**config.mk**
```make
export PLATFORM = sky130hd
export DESIGN_NAME = vec_irq_ctrl
export DESIGN_NICKNAME = d
export VERILOG_FILES = /design/src/rtl/vic_pkg.sv /design/src/rtl/vic_edge.sv /design/src/rtl/vic_arbiter.sv /design/src/rtl/vec_irq_ctrl.sv
export SDC_FILE = /design/constraint.sdc
export NUM_CORES = 1
export LEC_CHECK = 0
export BUFFER_PORTS_ARGS = -buffer_cell sky130_fd_sc_hd__buf_2
export CORE_MARGIN = 2
export CORE_UTILIZATION = 33
export DETAILED_ROUTE_END_ITERATION = 16
export GPL_ROUTABILITY_DRIVEN = 0
export REMOVE_ABC_BUFFERS = 1
export SLEW_MARGIN = 10
export SYNTH_ARGS = -nofsm -noshare
export SYNTH_HDL_FRONTEND = slang
export SYNTH_HIERARCHICAL = 1
export SYNTH_SLANG_ARGS = --single-unit
```
**constraint.sdc**
```tcl
create_clock -name clk -period 1.9 [get_ports clk]
set_input_delay 0.38 -clock clk [delete_from_list [all_inputs] [get_ports clk]]
set_output_delay 0.38 -clock clk [all_outputs]
set_load 0.005 [all_outputs]
```
**src/rtl/vic_pkg.sv**
```systemverilog
package vic_pkg;
  localparam logic [15:0] VEC_TOP = 16'hFFFE;

  typedef enum logic [1:0] {
    RA_PEND = 2'd0,
    RA_EN   = 2'd1,
    RA_POL  = 2'd2,
    RA_NONE = 2'd3
  } reg_addr_e;
endpackage

```
**src/rtl/vic_edge.sv**
```systemverilog
module vic_edge #(
  parameter int STAGES = 2
) (
  input  logic clk,
  input  logic rst,
  input  logic din,
  input  logic rise_sel,
  output logic evt
);
  logic cur, prev;

  generate
    if (STAGES > 0) begin : g_sync
      logic [STAGES-1:0] sh;
      always_ff @(posedge clk) begin
        if (rst) begin
          sh <= '0;
        end else begin
          sh[0] <= din;
          for (int i = 1; i < STAGES; i++) sh[i] <= sh[i-1];
        end
      end
      assign cur = sh[STAGES-1];
    end else begin : g_direct
      assign cur = din;
    end
  endgenerate

  always_ff @(posedge clk) begin
    if (rst) prev <= 1'b0;
    else     prev <= cur;
  end

  assign evt = rise_sel ? (cur & ~prev) : (~cur & prev);
endmodule

```
**src/rtl/vic_arbiter.sv**
```systemverilog
module vic_arbiter #(
  parameter int N = 8,
  localparam int W = $clog2(N)
) (
  input  logic [N-1:0] req,
  output logic         any,
  output logic [W-1:0] idx
);
  always_comb begin
    idx = '0;
    for (int i = N - 1; i >= 0; i--) begin
      if (req[i]) idx = W'(i);
    end
  end
  assign any = |req;
endmodule

```
**src/rtl/vec_irq_ctrl.sv**
```systemverilog
module vec_irq_ctrl #(
  parameter int N_EXT       = 3,
  parameter int N_PER       = 3,
  parameter int SYNC_STAGES = 2
) (
  input  logic                                  clk,
  input  logic                                  rst,
  input  logic                                  rst_pin_n,
  input  logic                                  nmi_pin,
  input  logic [N_EXT-1:0]                      ext_pin,
  input  logic [N_PER-1:0]                      per_req,
  input  logic                                  insn_done,
  input  logic                                  reti,
  input  logic                                  gie_set,
  input  logic                                  reg_wr,
  input  logic [1:0]                            reg_addr,
  input  logic [2+N_EXT+N_PER-1:0]              reg_wdata,
  output logic [2+N_EXT+N_PER-1:0]              reg_rdata,
  output logic                                  ack,
  output logic [15:0]                           ack_vec,
  output logic [$clog2(2+N_EXT+N_PER)-1:0]      ack_idx,
  output logic                                  core_hold
);
  import vic_pkg::*;

  localparam int NSRC      = 2 + N_EXT + N_PER;
  localparam int IDX_W     = $clog2(NSRC);
  localparam int FIRST_PER = 2 + N_EXT;
  localparam logic [NSRC-1:0] MASKABLE = ~NSRC'(3);
  localparam logic [NSRC-1:0] AUTO_CLR = NSRC'((1 << FIRST_PER) - 1);

  // reset pin synchroniser and edge compare
  logic [SYNC_STAGES-1:0] rsh;
  logic                   rprev;
  logic                   hold, rst_evt;

  assign hold      = ~rsh[SYNC_STAGES-1];
  assign rst_evt   = rsh[SYNC_STAGES-1] & ~rprev;
  assign core_hold = hold;

  // programmable state
  logic [NSRC-1:0]  pend, en;
  logic             gie;
  logic [N_EXT-1:0] pol;

  logic [NSRC-1:0] evt;
  assign evt[0] = rst_evt;

  vic_edge #(.STAGES(SYNC_STAGES)) u_nmi_edge (
    .clk(clk), .rst(rst), .din(nmi_pin), .rise_sel(1'b1), .evt(evt[1])
  );

  genvar gj;
  generate
    for (gj = 0; gj < N_EXT; gj++) begin : g_ext
      vic_edge #(.STAGES(SYNC_STAGES)) u_edge (
        .clk(clk), .rst(rst), .din(ext_pin[gj]), .rise_sel(pol[gj]),
        .evt(evt[2+gj])
      );
    end
    for (gj = 0; gj < N_PER; gj++) begin : g_per
      vic_edge #(.STAGES(0)) u_edge (
        .clk(clk), .rst(rst), .din(per_req[gj]), .rise_sel(1'b1),
        .evt(evt[FIRST_PER+gj])
      );
    end
  endgenerate

  // eligibility and arbitration
  logic [NSRC-1:0]  req;
  logic             any_req, take;
  logic [IDX_W-1:0] win_idx;

  assign req = pend & (~MASKABLE | (en & {NSRC{gie}}));

  vic_arbiter #(.N(NSRC)) u_arb (
    .req(req), .any(any_req), .idx(win_idx)
  );

  assign take = ~hold & any_req & ((win_idx == '0) | insn_done);

  logic [NSRC-1:0] clr_ack, clr_sw;
  logic            wr_pend, wr_en, wr_pol;

  assign wr_pend = reg_wr && (reg_addr == RA_PEND);
  assign wr_en   = reg_wr && (reg_addr == RA_EN);
  assign wr_pol  = reg_wr && (reg_addr == RA_POL);
  assign clr_ack = take ? ((NSRC'(1) << win_idx) & AUTO_CLR) : '0;
  assign clr_sw  = wr_pend ? reg_wdata : '0;

  logic [NSRC-1:0] rd_mux;
  always_comb begin
    case (reg_addr)
      RA_PEND: rd_mux = pend;
      RA_EN:   rd_mux = (en & MASKABLE) | NSRC'(gie);
      RA_POL:  rd_mux = {{(NSRC-N_EXT){1'b0}}, pol};
      default: rd_mux = '0;
    endcase
  end

  always_ff @(posedge clk) begin
    if (rst) begin
      rsh       <= '1;
      rprev     <= 1'b1;
      pend      <= '0;
      en        <= '0;
      gie       <= 1'b0;
      pol       <= '1;
      ack       <= 1'b0;
      ack_vec   <= '0;
      ack_idx   <= '0;
      reg_rdata <= '0;
    end else begin
      rsh[0] <= rst_pin_n;
      for (int i = 1; i < SYNC_STAGES; i++) rsh[i] <= rsh[i-1];
      rprev     <= rsh[SYNC_STAGES-1];
      reg_rdata <= rd_mux;
      ack       <= take;
      if (take) begin
        ack_idx <= win_idx;
        ack_vec <= VEC_TOP - (16'(win_idx) << 1);
      end
      if (hold) begin
        pend <= '0;
        en   <= '0;
        gie  <= 1'b0;
        pol  <= '1;
      end else begin
        pend <= (pend & ~clr_sw & ~clr_ack) | evt;
        if (wr_en)  en  <= reg_wdata & MASKABLE;
        if (wr_pol) pol <= reg_wdata[N_EXT-1:0];
        if (take)                gie <= 1'b0;
        else if (reti | gie_set) gie <= 1'b1;
        else if (wr_en)          gie <= reg_wdata[0];
      end
    end
  end
endmodule

```
---- Word-level counts from Yosys, hierarchy flattened ----
Index checks and enable logic that the tools add are counted.
storage, ports and cells
  output and inout port bits .............. 29
  input bits .............................. 24
  register bits after elaboration ......... 64
cells by class
  shift-type cells ........................ 1
  mux-type cells .......................... 16
  bitwise logic cells ..................... 35
  add/subtract/negate cells ............... 1
  reductions and logical operators ........ 9
  eq/ne operators ......................... 2
operators with widths
  operator                                                                count
  8-bit AND                                                               4
  3-bit 2-to-1 mux                                                        8
  8-bit one-hot mux with 3 select lines                                   1
  1-bit AND                                                               13
  1-bit inverter                                                          12
  8-bit 2-to-1 mux                                                        1
  5-bit inverter with 8-bit output                                        1
  8-bit inverter                                                          1
  8-bit by 1-bit OR with 8-bit output                                     1
  8-bit OR                                                                1
  8-bit OR reduction                                                      1
  2-bit by 5-bit subtractor with 6-bit output (first input constant)      1
  1-bit 2-to-1 mux                                                        5
  5-bit 2-to-1 mux                                                        1
  1-bit by 3-bit << shifter with 5-bit output (first input constant)      1
  1-bit logical AND                                                       3
  3-bit logical NOT                                                       1
  3-bit OR reduction                                                      1
  2-bit by 1-bit equality test with 1-bit output (second input constant)  1
  2-bit equality test (second input constant)                             1
  2-bit logical NOT                                                       1
  1-bit OR                                                                2
  2-bit nonzero test                                                      1
  2-bit OR reduction                                                      1

---- Longest topological paths before layout ----
Gate-level depths: netlist of the first run.
  word-level depth ........................ 17
  gate-level depth with buffers ........... 7
  gate-level depth less buffers ........... 7

---- Cells and area by module ----
Netlist of the first run, hierarchy kept.
by module, submodules not included
  module                           cells an instance  area an instance (um2)  instances  seq. area each (um2)
  vec_irq_ctrl                     174                1630.3                  1          740.7
  vic_edge at g_ext[0].u_edge ...  9                  101.3                   4          60.1
  vic_edge at g_per[0].u_edge ...  5                  48.8                    3          20.0
  vic_arbiter                      13                 81.3                    1          0.0

---- Least setup slack after synthesis of the first run ----
No wires, ideal clock.
  kind .................................... flip-flop to flip-flop
  start ................................... reg gie
  end ..................................... reg ack_vec[1]
  buffers on the path ..................... 0
  required time ........................... 1.821 ns
  stages on the path, launching flop included .. 7
  slack ................................... -0.068 ns
  data arrival time ....................... 1.888 ns
  path through ............................ dfxtp_1 > and3_1 > nor4_2 > and3b_1 > or3_4 > a21o_4 > a211oi_2
between the ends
  elaborated cells between the ends (all ways) .. 16
  those cells by class .................... add/sub: 1; mux: 8; bitwise: 5; reduce/logical: 2
RTL lines
  what                           line                 text
  from (decl)                    vec_irq_ctrl.sv:43   logic gie;
  from (signal assigned)         vec_irq_ctrl.sv:134  else if (wr_en) gie <= reg_wdata[0];
  8-bit AND (2 in a row)         vec_irq_ctrl.sv:74   assign req = pend & (~MASKABLE | (en & {NSRC{gie}}));
  net req[4]                     vec_irq_ctrl.sv:70   logic [NSRC-1:0] req;
  3-bit 2-to-1 mux (5 in a row)  vic_arbiter.sv:12    if (req[i]) idx = W'(i);
  net win_idx[2]                 vec_irq_ctrl.sv:72   logic [IDX_W-1:0] win_idx;
  3-bit logical NOT              vec_irq_ctrl.sv:80   assign take = ~hold & any_req & ((win_idx == '0) | insn_done);
  1-bit OR                       vec_irq_ctrl.sv:80
  1-bit AND                      vec_irq_ctrl.sv:80
  to (signal assigned)           vec_irq_ctrl.sv:121  ack_vec <= VEC_TOP - (16'(win_idx) << 1);
  to (decl)                      vec_irq_ctrl.sv:20   output logic [15:0] ack_vec,
The timed path passes the listed nets, and every way through them passes these cells.
A chain may end at the register's enable or synchronous reset.

---- Worst setup path after layout of the first run ----
  start ................................... reg gie
  end ..................................... reg ack_vec[3]
between the ends
  elaborated cells between the ends (all ways) .. 16
  those cells by class .................... add/sub: 1; mux: 8; bitwise: 5; reduce/logical: 2
RTL lines
  what                                                                                 line
  8-bit AND * (2 in a row)                                                             vec_irq_ctrl.sv:74
  net req[5]                                                                           vec_irq_ctrl.sv:70
  3-bit 2-to-1 mux * (6 in a row)                                                      vic_arbiter.sv:12
  net win_idx[2]                                                                       vec_irq_ctrl.sv:72
  branches (longest 3 deep; another with 2-bit by 5-bit subtractor with 6-bit output)  -
Mark *: on every way through the listed nets, which the timed path passes.

==> qor.csv, run 1 <==
metric,value,unit
outcome,finished with violations,
failing checks,setup timing,
"count leader, synth",dfxtp_1,
RSZ-0062 raised after global routing,true,
met2 Use GR,21.17,%
initial antenna violation count,0,
"FF+latch count, synth",52,
gr busiest metal,met2,
Die Width,86.82,um
vias in the first global route,1599,
CP Capture Type,flip-flop,
Core Region,6719,um2
Hold Path Class,in2reg,
Max Transition Viols Final,0,
pwr dens,711.5,nW/um2
"Top FF cell, synth",dfxtp_1,
Post-synth ARST share,0,%
# hold bufs at CTS,0,
Ant. Diodes,0,
Setup-failing EPs final,2,
top-area cell type share of the netlist area,45.99,%
TritonCTS clock tree,done,
Via Count,1797,
row count,30,
first-pass GRT wire length,7617,um
grt met1 use,17.25,%
register area share after synthesis,45.99,%
"Distinct cells, synth",40,
die area,7538,um2
Total Wirelength,4822,um
Period minus WS final,1903,ps
placed insts,377,
Slew HR,64.30,%
Setup crit start kind,flip-flop,
largest net degree at the start of global routing,20,
CTS max path bufs,2,
count of warnings emitted by yosys,6,
Synth area leader,dfxtp_1,
P_leak,1.296,nW
Final HPWL DP,3617,um
Initial DRC Count,62,
fin nets,329,
"Avg Cell Area, Syn",9.510,um2
Num CTS Buffers,5,
Worst VDD drop,0.0002723,V
Area contributors post-synth,"dfxtp_1 (46%), mux2i_1 (6.2%), nor2b_1 (4.7%)",
Synth Cell Area,2263,um2
post-route ant nets,0,
CTS root buf,clkbuf_8,
Synth Instances,238,
period utilization,100.2,%
final setup margin,-2.995,ps
fmax,525.5,MHz
clock latency on the worst-skew pair,290,ps
IO Pins,53,
Synth top cells by count,"dfxtp_1 (52), nor2b_1 (17), inv_1 (15)",
layout cells sized above 1,36.30,%
Tot GR Track Use,13.04,%
Slew @ Worst Pin,529.8,ps
P&R area growth vs syn,23.49,%
I/O Buffers,51,
Post-synth EDFFs,0,
Worst EP arrival,2130,ps
critical path type,reg2reg,
Vias/cell,4.692,
final hold vios,0,
DR DRC count,0,
gr ovfl total,0,
DR WL/cell,12.59,um
Starting Density,33.69,%
Worst Clk Skew,2.306,ps
Die Height,86.82,um
clk slew on worst S/H paths,80,ps
drt first pass iters,4,
Non-Filler Instances,383,
hold slack,259.8,ps
"Data required, critical path",2130,ps
H-tree levels,2,
CTS sink count,52,
Max Cap Viol,0,
met3 Track Usage GR,2.476,%
CP max FO,8,
[final cells by class]
class,instances,area [um2]
fillers,666,3924
multi-input cells,159,1107
flip-flops and latches,52,1046
repair buffers,72,416.7
well taps,80,100.1
clock buffers,5,68.82
inverters,15,56.30
[sequential cells by signal, indices dropped and copies added (netlist names), 4 cells and up]
| name | cells |
|---|---|
| pend | 8 |
| reg_rdata | 8 |
| en | 6 |
| g_ext.u_edge/g_sync.sh | 6 |
| ack_vec | 4 |
[what timing repair did]
item	in CTS	in global routing
resized for setup	6	12
setup endpoints to repair	10	13
setup buffers	1	2
pin swaps	7	3
[layout by cell type, fill, tap and decap left out, types with 3 or more instances in the layout]
cell type   n
o21a_1      3
and3_4      4
nand2b_1    8
a211oi_2    3
nand3_1    10
conb_1      9
mux2i_1    14
buf_4      20
inv_1      15
o22ai_2     7
nor2_1     11
a21oi_1    10
o21ai_0     6
nor2b_1    17
dfxtp_1    50
buf_2      51
clkbuf_8    5
a31oi_1     3
nor3_1      6
or2_2       5
nand2_1    14
[worst paths after layout]
kind / start / to / slack [ps] / cells after the start
max reg2reg: gie / ack_vec[3] / -3 / 6
min: rst_pin_n / rsh[0] / 260 / 2
max: gie / ack_vec[3] / -3 / 6
min reg2reg: rsh[0] / rsh[1] / 420 / 1
[where the power goes]
part	internal, W	switching, W	leakage [nW]
Clock	0.000238	0.000325	0.0359
Sequential	0.00114	0.0000359	0.427
Combinational	0.000128	0.000124	0.834
Total	0.00150	0.000485	1.30
[cells by family after synthesis]
group / synth area share [%]
flip-flops: 45.99
buffers and inverters: 8.623
AO/OA/AOI/OAI: 15.31
other: 0.3318
AND/OR/NAND/NOR: 22.89
multiplexers: 6.854
[through the flow]
step                TNS, ps  utilization [%]  power [W]  worst slack [ps]  instance area, um2
finish               -4.053            41.60   0.001989            -2.995                2795
global route         -376.7            41.60   0.002085            -66.03                2795
CTS                       0            41.08   0.002006             8.235                2760
detailed placement   -754.9            39.53   0.001447            -139.3                2656
global placement     -736.1            39.53   0.001441            -136.6                2656
floorplan            -236.8                -   0.001313            -67.58                2151
[routing by layer]
metal,part of all wire [%],vias up
met5,0,-
li1,-,926
met1,47,829
met4,1.3,0
met3,3.4,7
met2,48,35
[critical path, stage by stage (launching register included)]
cell      delay [ps]
dfxtp_4          380
and3_4           170
nor4_4           280
and3b_1          230
or3_4            370
a21o_4           240
a211oi_2         160
Note: power is estimated with default switching activity, not from simulation.
==> run 2: changes to the inputs <==
ABC_AREA = 1   (was not set)
==> qor.csv, run 2 <==
metric,value,unit
outcome,completed,
Final HPWL DP,3628,um
"commonest cells after routing, fill and taps aside","nand2_1 (76), buf_2 (51), inv_1 (50), dfxtp_1 (50), nor2_1 (37)",
largest net degree at the start of global routing,18,
Die Height,86.87,um
Critical Path Max Stage Delay,360,ps
P&R area growth vs syn,20.21,%
fin util,40.54,%
Ant. Diodes,0,
"Top FF cell, synth",dfxtp_1,
fmax,564.4,MHz
"Distinct cells, synth",25,
Setup crit start kind,flip-flop,
Adder-Cell Fraction of Synth Area,0,%
initial antenna violation count,0,
Synth area leader,dfxtp_1,
Tot Pwr,0.002129,W
Clk network pwr share,30.6,%
register area share after synthesis,45.94,%
post-synthesis mux area share,0,%
CP Capture Type,flip-flop,
CTS root buf,clkbuf_8,
Net Sw Frac,26.66,%
Area after DPL,2545,um2
worst path cell trace,"inv_4, nor2_2, or2_1, nor3_2, nor2_2, nor2_2, nand3_2, nand2_4, nand2_2, a21oi_1",
"Data required, critical path",2140,ps
clk slew on worst S/H paths,100,ps
vias in the first global route,1788,
CTS max path bufs,2,
internal power,0.001561,W
"commonest non-fill, non-tap cell in the layout",nand2_1,
Hold Path Class,in2reg,
DR WL/cell,10.61,um
Flop pwr share,55.7,%
Vias/cell,4.355,
drt first pass iters,4,
"Avg Cell Area, Syn",6.994,um2
TritonCTS clock tree,done,
IO Pins,53,
count of warnings emitted by yosys,6,
post-route ant nets,0,
H-tree levels,2,
fin nets,402,
Post-synth ARST share,0,%
top-area cell type share of the netlist area,45.94,%
first-pass GRT wire length,7921,um
Synth Area in Simple Gates,32.36,%
Num CTS Buffers,5,
sw power,0.0005677,W
fillers,712,
Via Count,1999,
Max Cap Viol,0,
CTS sink count,52,
Post-synth EDFFs,0,
Synth Instances,324,
"FF+latch count, synth",52,
critical path's slowest cell,dfxtp_2,
Tot GR Track Use,13.30,%
P_leak,1.376,nW
Core Region,6719,um2
Synth Cell Area,2266,um2
TNS Setup,0,ps
die area,7546,um2
Area contributors post-synth,"dfxtp_1 (46%), nand2_1 (13%), inv_1 (8.3%)",
pwr dens,781.6,nW/um2
main combinational cell family by area after synthesis,simple AND/OR/NAND/NOR gates,
cell with the most instances on the worst path,nor2_2,
Starting Density,33.72,%
I/O Buffers,51,
Synth Area in Compound Gates,6.184,%
Total Wirelength,4868,um
Comb pwr share,13.7,%
critical path type,reg2reg,
largest registers,"pend (8), reg_rdata (8)",
"count leader, synth",nand2_1,
layout cells sized above 1,25.59,%
Max Transition Viols Final,0,
Initial DRC Count,106,
Worst VDD drop,0.0002909,V
Setup-failing EPs final,0,
Die Width,86.87,um
Synth top cells by count,"nand2_1 (81), dfxtp_1 (52), inv_1 (50)",
Worst EP arrival,2020,ps
CP max FO,8,
Worst Clk Skew,11.22,ps
clock latency on the worst-skew pair,320,ps
DR DRC count,0,
row count,30,
period utilization,93.25,%
final instance area,2724,um2
final hold vios,0,
gr ovfl total,0,
XOR/XNOR Fraction of Synth Area,0,%
Period minus WS final,1772,ps
run 2: cell count changes after synthesis, moves of 13 or more:
| cell | delta |
|---|---|
| mux2i_1 | -14 |
| a21oi_1 | +13 |
| nor2_1 | +28 |
| nand2_1 | +67 |
| inv_1 | +35 |
| nand3_1 | +22 |
| nor2b_1 | -17 |
run 2: per-layer routing:
metal | track usage, % | vias up | wire length [um]
li1 | - | 1066 | -
met1 | 17.57 | 883 | 2254
met2 | 20.82 | 42 | 2301
met3 | 3.033 | 8 | 226
met4 | 5.682 | 0 | 86
met5 | 0 | - | 0
run 2: final cells by class:
| type | instances | area (um2) | area share (%) |
|---|---|---|---|
| clock buffer | 6 | 82.58 | 3.032 |
| multi-input combinational | 204 | 959.7 | 35.23 |
| sequential | 52 | 1044 | 38.31 |
| inverter | 59 | 231.5 | 8.498 |
| tap | 80 | 100.1 | 3.675 |
| timing repair buffer | 56 | 296.5 | 10.89 |
| clock inverter | 2 | 10.01 | 0.3675 |
run 2: cells by family (layout without fill, tap and decap cells):
logic type / after synthesis / after routing
AOI/OAI and AO/OA: 27 / 27
buffers and inverters: 75 / 123
DFF: 52 / 52
other: 2 / 9
and+or+nand+nor: 168 / 168
run 2: critical path: cells and delay by family (launching register included):
| kind | cells | cell delay [ps] |
|---|---|---|
| AOI/OAI and AO/OA | 1 | 140 |
| buffers and inverters | 1 | 70 |
| and+or+nand+nor | 8 | 1120 |
| DFF | 1 | 360 |
run 2: worst paths after layout:
kind	startpoint	end	slack [ps]	cells past startpoint
max	gie	ack_vec[2]	130	10
min	rst_pin_n	rsh[0]	240	2
max reg2reg	gie	ack_vec[2]	130	10
min reg2reg	u_nmi_edge/g_sync.sh[0]	u_nmi_edge/g_sync.sh[1]	400	2
run 2: what timing repair did:
action / CTS / global route
resized for setup: 0 / 19
setup endpoints to repair: 0 / 13
hold buffers: 0 / 0
buffers inserted: 0 / 3
run 2: metrics by stage:
step	worst slack (ps)	hold slack, ps	std cells
after global routing	-23.52	230.0	459
final	128.3	242.3	459
after global placement	142.2	384.7	448
after detailed placement	26.96	391.7	448
after floorplan	260.5	383.2	315
after CTS	9.342	234.5	456
run 2: power groups by stage:
stage | Combinational, W | Sequential, W | Clock [W]
4_1_cts | 0.000271 | 0.00119 | 0.000666
2_1_floorplan | 0.000138 | 0.00121 | 0
5_1_grt | 0.000333 | 0.00120 | 0.000714
6_report | 0.000291 | 0.00119 | 0.000651
3_3_place_gp | 0.000266 | 0.00121 | 0
3_5_place_dp | 0.000270 | 0.00121 | 0
